[config.mk]
export PLATFORM = sky130hd
export DESIGN_NAME = mem_decoder_regs
export DESIGN_NICKNAME = d
export VERILOG_FILES = /design/src/rtl/memdec_pkg.sv /design/src/rtl/memdec_ctrl.sv /design/src/rtl/memdec_datapath.sv /design/src/rtl/mem_decoder_regs.sv
export SDC_FILE = /design/constraint.sdc
export NUM_CORES = 1
export LEC_CHECK = 0
export ABC_AREA = 1
export BUFFER_PORTS_ARGS = -buffer_cell sky130_fd_sc_hd__buf_2
export CAP_MARGIN = 20
export CORE_AREA = 2 2 246 248
export CTS_BUF_LIST = sky130_fd_sc_hd__clkbuf_4
export DETAILED_ROUTE_END_ITERATION = 12
export DIE_AREA = 0 0 248 250
export GPL_TIMING_DRIVEN = 0
export SYNTH_ARGS = -nofsm -noshare
export SYNTH_HDL_FRONTEND = slang
export SYNTH_SLANG_ARGS = --single-unit
[constraint.sdc]
create_clock -name clk -period 4.4 [get_ports clk]
set_input_delay 0.88 -clock clk [delete_from_list [all_inputs] [get_ports clk]]
set_output_delay 0.88 -clock clk [all_outputs]
set_load 0.1 [all_outputs]
[src/rtl/memdec_pkg.sv]
package memdec_pkg;
  localparam int DEC_IDX_W = 3;

  localparam logic [31:0] GLB_RSV_MASK    = 32'hFFFF_FFFC;
  localparam logic [31:0] LOW_RSV_MASK    = 32'h0FFF_FFFF;
  localparam logic [31:0] CTL_RSV_ALWAYS  = 32'hF0FF_8000;
  localparam logic [31:0] CTL_RSV_NO_UIO  = 32'h0F00_4000;
  localparam logic [31:0] CTL_RO_MASK     = 32'h0000_1C00;

  localparam int CTL_LOCK_BIT      = 8;
  localparam int CTL_COMMIT_BIT    = 9;
  localparam int CTL_COMMITTED_BIT = 10;
  localparam int CAP_POISON_BIT    = 10;
  localparam int CAP_UIO_BIT       = 13;

  typedef enum logic [2:0] {
    SLOT_BASE_LO = 3'd0,
    SLOT_BASE_HI = 3'd1,
    SLOT_SIZE_LO = 3'd2,
    SLOT_SIZE_HI = 3'd3,
    SLOT_CTRL    = 3'd4,
    SLOT_TGT_LO  = 3'd5,
    SLOT_TGT_HI  = 3'd6,
    SLOT_RSVD    = 3'd7
  } slot_e;

  typedef struct packed {
    logic                 valid;
    logic                 write;
    logic                 sizeErr;
    logic                 hitCap;
    logic                 hitGlb;
    logic                 hitDec;
    slot_e                slot;
    logic [DEC_IDX_W-1:0] idx;
  } strobe_t;
endpackage

[src/rtl/memdec_ctrl.sv]
module memdec_ctrl
  import memdec_pkg::*;
#(
  parameter int NUM_DEC = 4,
  parameter int ADDR_W  = 10
) (
  input  logic              reqValid,
  input  logic              reqWrite,
  input  logic [ADDR_W-1:0] reqAddr,
  input  logic [3:0]        reqBytes,
  output strobe_t           strb
);
  localparam int GRP_IDX_W = ADDR_W - 5;
  localparam logic [ADDR_W-1:0] GRP_START = ADDR_W'(16);

  logic [ADDR_W-1:0]    relAddr;
  logic [GRP_IDX_W-1:0] grpIdx;
  logic                 inGrpSpace;

  always_comb begin
    relAddr    = reqAddr - GRP_START;
    grpIdx     = relAddr[ADDR_W-1:5];
    inGrpSpace = (reqAddr >= GRP_START);

    strb.valid   = reqValid;
    strb.write   = reqWrite;
    strb.sizeErr = (reqBytes != 4'd4);
    strb.hitCap  = (reqAddr[ADDR_W-1:2] == '0);
    strb.hitGlb  = (reqAddr[ADDR_W-1:2] == (ADDR_W-2)'(1));
    strb.hitDec  = inGrpSpace && (32'(grpIdx) < NUM_DEC);
    strb.slot    = slot_e'(relAddr[4:2]);
    strb.idx     = DEC_IDX_W'(grpIdx);
  end
endmodule

[src/rtl/memdec_datapath.sv]
module memdec_datapath
  import memdec_pkg::*;
#(
  parameter int NUM_DEC = 4
) (
  input  logic                  clk,
  input  logic                  rst_n,
  input  logic [31:0]           capIn,
  input  strobe_t               strb,
  input  logic [31:0]           wdata,
  output logic                  respValid,
  output logic                  respError,
  output logic [31:0]           respRdata,
  output logic [NUM_DEC*64-1:0] decBase,
  output logic [NUM_DEC*64-1:0] decSize,
  output logic [NUM_DEC-1:0]    decCommitted
);
  logic [31:0] capReg;
  logic [31:0] glbCtrl;
  logic [31:0] baseLo [NUM_DEC];
  logic [31:0] baseHi [NUM_DEC];
  logic [31:0] sizeLo [NUM_DEC];
  logic [31:0] sizeHi [NUM_DEC];
  logic [31:0] ctrlReg [NUM_DEC];

  logic        wrEn;
  logic [31:0] glbNext;
  logic [31:0] ctrlCur;
  logic [31:0] ctrlNext;
  logic [31:0] ctrlRsv;
  logic [31:0] rdWord;

  always_comb begin
    wrEn = strb.valid && strb.write && !strb.sizeErr;

    glbNext = wdata & ~GLB_RSV_MASK;
    if (!capReg[CAP_POISON_BIT]) glbNext[0] = 1'b0;

    ctrlCur = '0;
    for (int d = 0; d < NUM_DEC; d++)
      if (strb.idx == DEC_IDX_W'(d)) ctrlCur = ctrlReg[d];

    ctrlRsv = CTL_RSV_ALWAYS | (capReg[CAP_UIO_BIT] ? 32'h0 : CTL_RSV_NO_UIO);
    ctrlNext = (wdata & ~ctrlRsv & ~CTL_RO_MASK) | (ctrlCur & CTL_RO_MASK);
    ctrlNext[CTL_COMMITTED_BIT] = ctrlNext[CTL_COMMIT_BIT];
  end

  always_ff @(posedge clk) begin
    if (!rst_n) begin
      capReg  <= capIn;
      glbCtrl <= '0;
    end else if (wrEn && strb.hitGlb) begin
      glbCtrl <= glbNext;
    end
  end

  always_ff @(posedge clk) begin
    if (!rst_n) begin
      for (int d = 0; d < NUM_DEC; d++) begin
        baseLo[d]  <= '0;
        baseHi[d]  <= '0;
        sizeLo[d]  <= '0;
        sizeHi[d]  <= '0;
        ctrlReg[d] <= '0;
      end
    end else if (wrEn && strb.hitDec) begin
      for (int d = 0; d < NUM_DEC; d++) begin
        if (strb.idx == DEC_IDX_W'(d)) begin
          case (strb.slot)
            SLOT_BASE_LO: baseLo[d] <= wdata & ~LOW_RSV_MASK;
            SLOT_BASE_HI: baseHi[d] <= wdata;
            SLOT_SIZE_LO: sizeLo[d] <= wdata & ~LOW_RSV_MASK;
            SLOT_SIZE_HI: sizeHi[d] <= wdata;
            SLOT_CTRL: if (!ctrlReg[d][CTL_LOCK_BIT]) ctrlReg[d] <= ctrlNext;
            default: ;
          endcase
        end
      end
    end
  end

  always_comb begin
    rdWord = '0;
    if (strb.hitCap) rdWord = capReg;
    else if (strb.hitGlb) rdWord = glbCtrl;
    else if (strb.hitDec) begin
      for (int d = 0; d < NUM_DEC; d++) begin
        if (strb.idx == DEC_IDX_W'(d)) begin
          case (strb.slot)
            SLOT_BASE_LO: rdWord = baseLo[d];
            SLOT_BASE_HI: rdWord = baseHi[d];
            SLOT_SIZE_LO: rdWord = sizeLo[d];
            SLOT_SIZE_HI: rdWord = sizeHi[d];
            SLOT_CTRL:    rdWord = ctrlReg[d];
            default:      rdWord = '0;
          endcase
        end
      end
    end
  end

  always_ff @(posedge clk) begin
    if (!rst_n) begin
      respValid <= 1'b0;
      respError <= 1'b0;
      respRdata <= '0;
    end else begin
      respValid <= strb.valid;
      respError <= strb.valid && strb.sizeErr;
      respRdata <= (strb.valid && !strb.write && !strb.sizeErr) ? rdWord : '0;
    end
  end

  genvar g;
  generate
    for (g = 0; g < NUM_DEC; g++) begin : gen_out
      assign decBase[g*64 +: 64] = {baseHi[g], baseLo[g]};
      assign decSize[g*64 +: 64] = {sizeHi[g], sizeLo[g]};
      assign decCommitted[g]     = ctrlReg[g][CTL_COMMITTED_BIT];
    end
  endgenerate
endmodule

[src/rtl/mem_decoder_regs.sv]
module mem_decoder_regs
  import memdec_pkg::*;
#(
  parameter int NUM_DEC = 4,
  parameter int ADDR_W  = 10
) (
  input  logic                  clk,
  input  logic                  rst_n,
  input  logic [31:0]           capWord,
  input  logic                  reqValid,
  input  logic                  reqWrite,
  input  logic [ADDR_W-1:0]     reqAddr,
  input  logic [3:0]            reqBytes,
  input  logic [31:0]           reqWdata,
  output logic                  respValid,
  output logic                  respError,
  output logic [31:0]           respRdata,
  output logic [NUM_DEC*64-1:0] decBase,
  output logic [NUM_DEC*64-1:0] decSize,
  output logic [NUM_DEC-1:0]    decCommitted
);
  strobe_t strb;

  memdec_ctrl #(.NUM_DEC(NUM_DEC), .ADDR_W(ADDR_W)) u_ctrl (
    .reqValid (reqValid),
    .reqWrite (reqWrite),
    .reqAddr  (reqAddr),
    .reqBytes (reqBytes),
    .strb     (strb)
  );

  memdec_datapath #(.NUM_DEC(NUM_DEC)) u_dp (
    .clk          (clk),
    .rst_n        (rst_n),
    .capIn        (capWord),
    .strb         (strb),
    .wdata        (reqWdata),
    .respValid    (respValid),
    .respError    (respError),
    .respRdata    (respRdata),
    .decBase      (decBase),
    .decSize      (decSize),
    .decCommitted (decCommitted)
  );
endmodule

==> flow_metrics.tcl <==
set metrics [dict create \
    status "finished clean" \
    place_congestion 0.926 \
    grt.overflow.total 0 \
    maxCapViolCount 0 \
    rows 90 \
    syn_area_um2 20900 \
    endpoint_kind "register" \
    cts_num_sinks 428 \
    max_slew.worst_pin.slew_ps 1170 \
    synthCells 2182 \
    wl_per_cell_um 24.2 \
    clkLatencyLatePin_ps 900 \
    port_buffers 402 \
    synth-xor-area-share_pct 0 \
    finalCritPeriodShare_pct 88.2 \
    cts_resized 0 \
    yosysWarnings 0 \
    hold_viol_final 0 \
    synth_compound_area_share_pct 2.08 \
    crit_type "in2reg" \
    final_net_count 3018 \
    relSlewSlack_pct 22.1 \
    synth_top_family_by_area "simple AND/OR/NAND/NOR gates" \
    coreArea_um2 59600 \
    viasPerCell 4.85 \
    routed_wirelength_um 92400 \
    cts_tree "yes" \
    ios 632 \
    rsz0062_at_grt "no" \
    grt_pass1_vias 17908 \
    synth_mux_area_share_pct 0 \
    synthDistinctLibCells 29 \
    finalCoreUtilization_pct 44.7 \
    dp_hpwl_um 68700 \
    die_area_um2 62000 \
    grt_usage_pct 29.0 \
    syn2layout_area_growth_pct 27.1 \
    drc 0 \
    cts_max_path_buffers 3 \
    post_cts_buffers 0 \
    cp.required_ps 4880 \
    synth_simple_gate_area_share_pct 24.2 \
    first_pass_iters 6 \
    grt_max_degree 24 \
    setup_viol 0 \
    numCtsBuffers 112 \
    vdd_drop_max_mv 0.223 \
    antenna_left 0 \
    power_density_nw_per_um2 432 \
    slew_viol_final 0 \
    drt-initial-drc-count 2050 \
    finalClockSkew_ps 57.7 \
    synth_seq_cells 428 \
    critPathMaxFanout 18 \
    cts_hold_buf 0 \
    htreeDepth 3 \
    start_util_pct 35.2 \
    hold_slack_ps 148 \
    p_leak_nw 12.2 \
    synth_area_per_cell_um2 9.60 \
    die-width_um 248 \
    setup_tns_ps 0 \
    antenna_found_initial 7 \
    cp-start-kind "primary input" \
    clk_pin_slew_ps 70 \
    period_needed_ps 3880 \
    hold_class "in2reg" \
    via_count 18521 \
    layout-drive-gt1-share_pct 31.8 \
    synth-adder-area-share_pct 0.119 \
    worst_ep_arrival_time_ps 4360 \
    die_h_um 250 \
    cts-root-buf "clkbuf_4" \
    synth_seq_area_share_pct 59.6 \
    power_mw 11.5 \
    clock.fmax_ghz 0.258 \
    grt_pass1_wl_um 126000 \
    fill_cells 5881 \
]
where the power goes:
part	leakage, nW	total (mW)	switching (mW)	internal (mW)
Combinational	7.21	2.96	2.55	0.407
Clock	0.943	3.79	1.77	2.02
Sequential	4.08	4.76	0.143	4.62
Total	12.2	11.5	4.46	7.05
routing by layer:
layer / routed length (um) / global-route usage, % / up-vias / part of all wire (%)
met5: 22 / 0 / - / 0.024
met4: 4810 / 15.6 / 4 / 5.2
met3: 9610 / 6.90 / 219 / 10
met2: 45100 / 49.1 / 1240 / 49
met1: 32800 / 33.8 / 8809 / 35
li1: - / - / 8249 / -
final timing paths:
path / start / end / slack, ps / cells after the start
worst max register to register: u_dp.ctrlReg[3][8] / u_dp.ctrlReg[3][26] / 2340 / 3
worst max-delay path: reqAddr[4] / u_dp.ctrlReg[3][26] / 520 / 13
worst min-delay path: capWord[0] / u_dp.capReg[0] / 150 / 1
worst min register to register: u_dp.glbCtrl[1] / u_dp.glbCtrl[1] / 470 / 2
synth_stat cells:
| library cell | count | area (um^2) |
|---|---|---|
| nand2_1 | 492 | 1850 |
| nor2_1 | 482 | 1810 |
| edfxtp_1 | 392 | 11800 |
| buf_4 | 236 | 1770 |
| inv_1 | 122 | 458 |
| nand3_1 | 114 | 571 |
| a21oi_1 | 81 | 405 |
| clkbuf_1 | 51 | 191 |
| nand4_1 | 51 | 319 |
| dfxtp_1 | 36 | 721 |
| buf_6 | 29 | 327 |
| nor2_2 | 23 | 144 |
| buf_2 | 21 | 105 |
| nand3_4 | 13 | 228 |
| inv_2 | 8 | 30.0 |
| o21ai_0 | 6 | 30.0 |
| buf_1 | 5 | 18.8 |
| nor2_8 | 4 | 80.1 |
| clkinv_1 | 2 | 7.51 |
| ha_1 | 2 | 25.0 |
| nand2_2 | 2 | 12.5 |
| nor2_4 | 2 | 22.5 |
| nor3_1 | 2 | 10.0 |
| clkinv_2 | 1 | 5.00 |
| conb_1 | 1 | 3.75 |
| inv_4 | 1 | 6.26 |
| nand2_4 | 1 | 11.3 |
| nand3_2 | 1 | 10.0 |
| nand3b_1 | 1 | 7.51 |
critical path, stage by stage:
cell,delay [ps]
buf_6,120
inv_4,100
clkbuf_1,500
ha_1,330
buf_2,210
clkinv_2,110
buf_4,220
nand2_2,260
nor2_1,340
inv_2,110
nor2_8,270
nand2_1,80
nand2_1,800
state kept, by name, indices dropped and copies added, names as in the netlist, 2 cells and up:
register / flops
u_dp.respRdata: 32
u_dp.ctrlReg: 72
u_dp.baseLo: 16
u_dp.baseHi: 128
u_dp.sizeHi: 128
u_dp.capReg: 32
u_dp.glbCtrl: 2
u_dp.sizeLo: 16
layout make-up:
class	instances	area (um^2)	area share, %
multi-input combinational	1501	6390	24.0
sequential	428	12500	46.9
buffer	342	2410	9.07
timing repair buffer	415	2260	8.49
clock buffer	186	1400	5.25
antenna	5	12.5	0.0470
clock inverter	25	168	0.630
tap	782	978	3.68
inverter	134	507	1.90
placed cells by master (no fill, tap or decap), drive strengths merged:
cell type / n
nor3: 2
nand4: 51
edfxtp: 392
nand3b: 1
dfxtp: 36
clkinv: 24
nor2: 511
nand2: 495
a21oi: 81
clkbuf: 237
conb: 224
nand3: 128
buf: 706
o21ai: 6
ha: 2
bufinv: 2
diode: 5
inv: 133
cells by family (layout without fill, tap and decap cells):
group	after synthesis	after routing
adders and majority gates	2	2
AOI/OAI and AO/OA	87	87
buffers and inverters	476	1102
DFF	428	428
and+or+nand+nor	1188	1188
other	1	229
metrics by stage:
step / area (um^2) / setup slack, ps / std cells
global route: 26600 / 484 / 3817
global placement: 24800 / -1120 / 3589
CTS: 26500 / 626 / 3809
floorplan: 21800 / 613 / 2405
detailed placement: 25000 / -346 / 3598
finish: 26600 / 520 / 3818
Power figures use the tool's default switching activity.
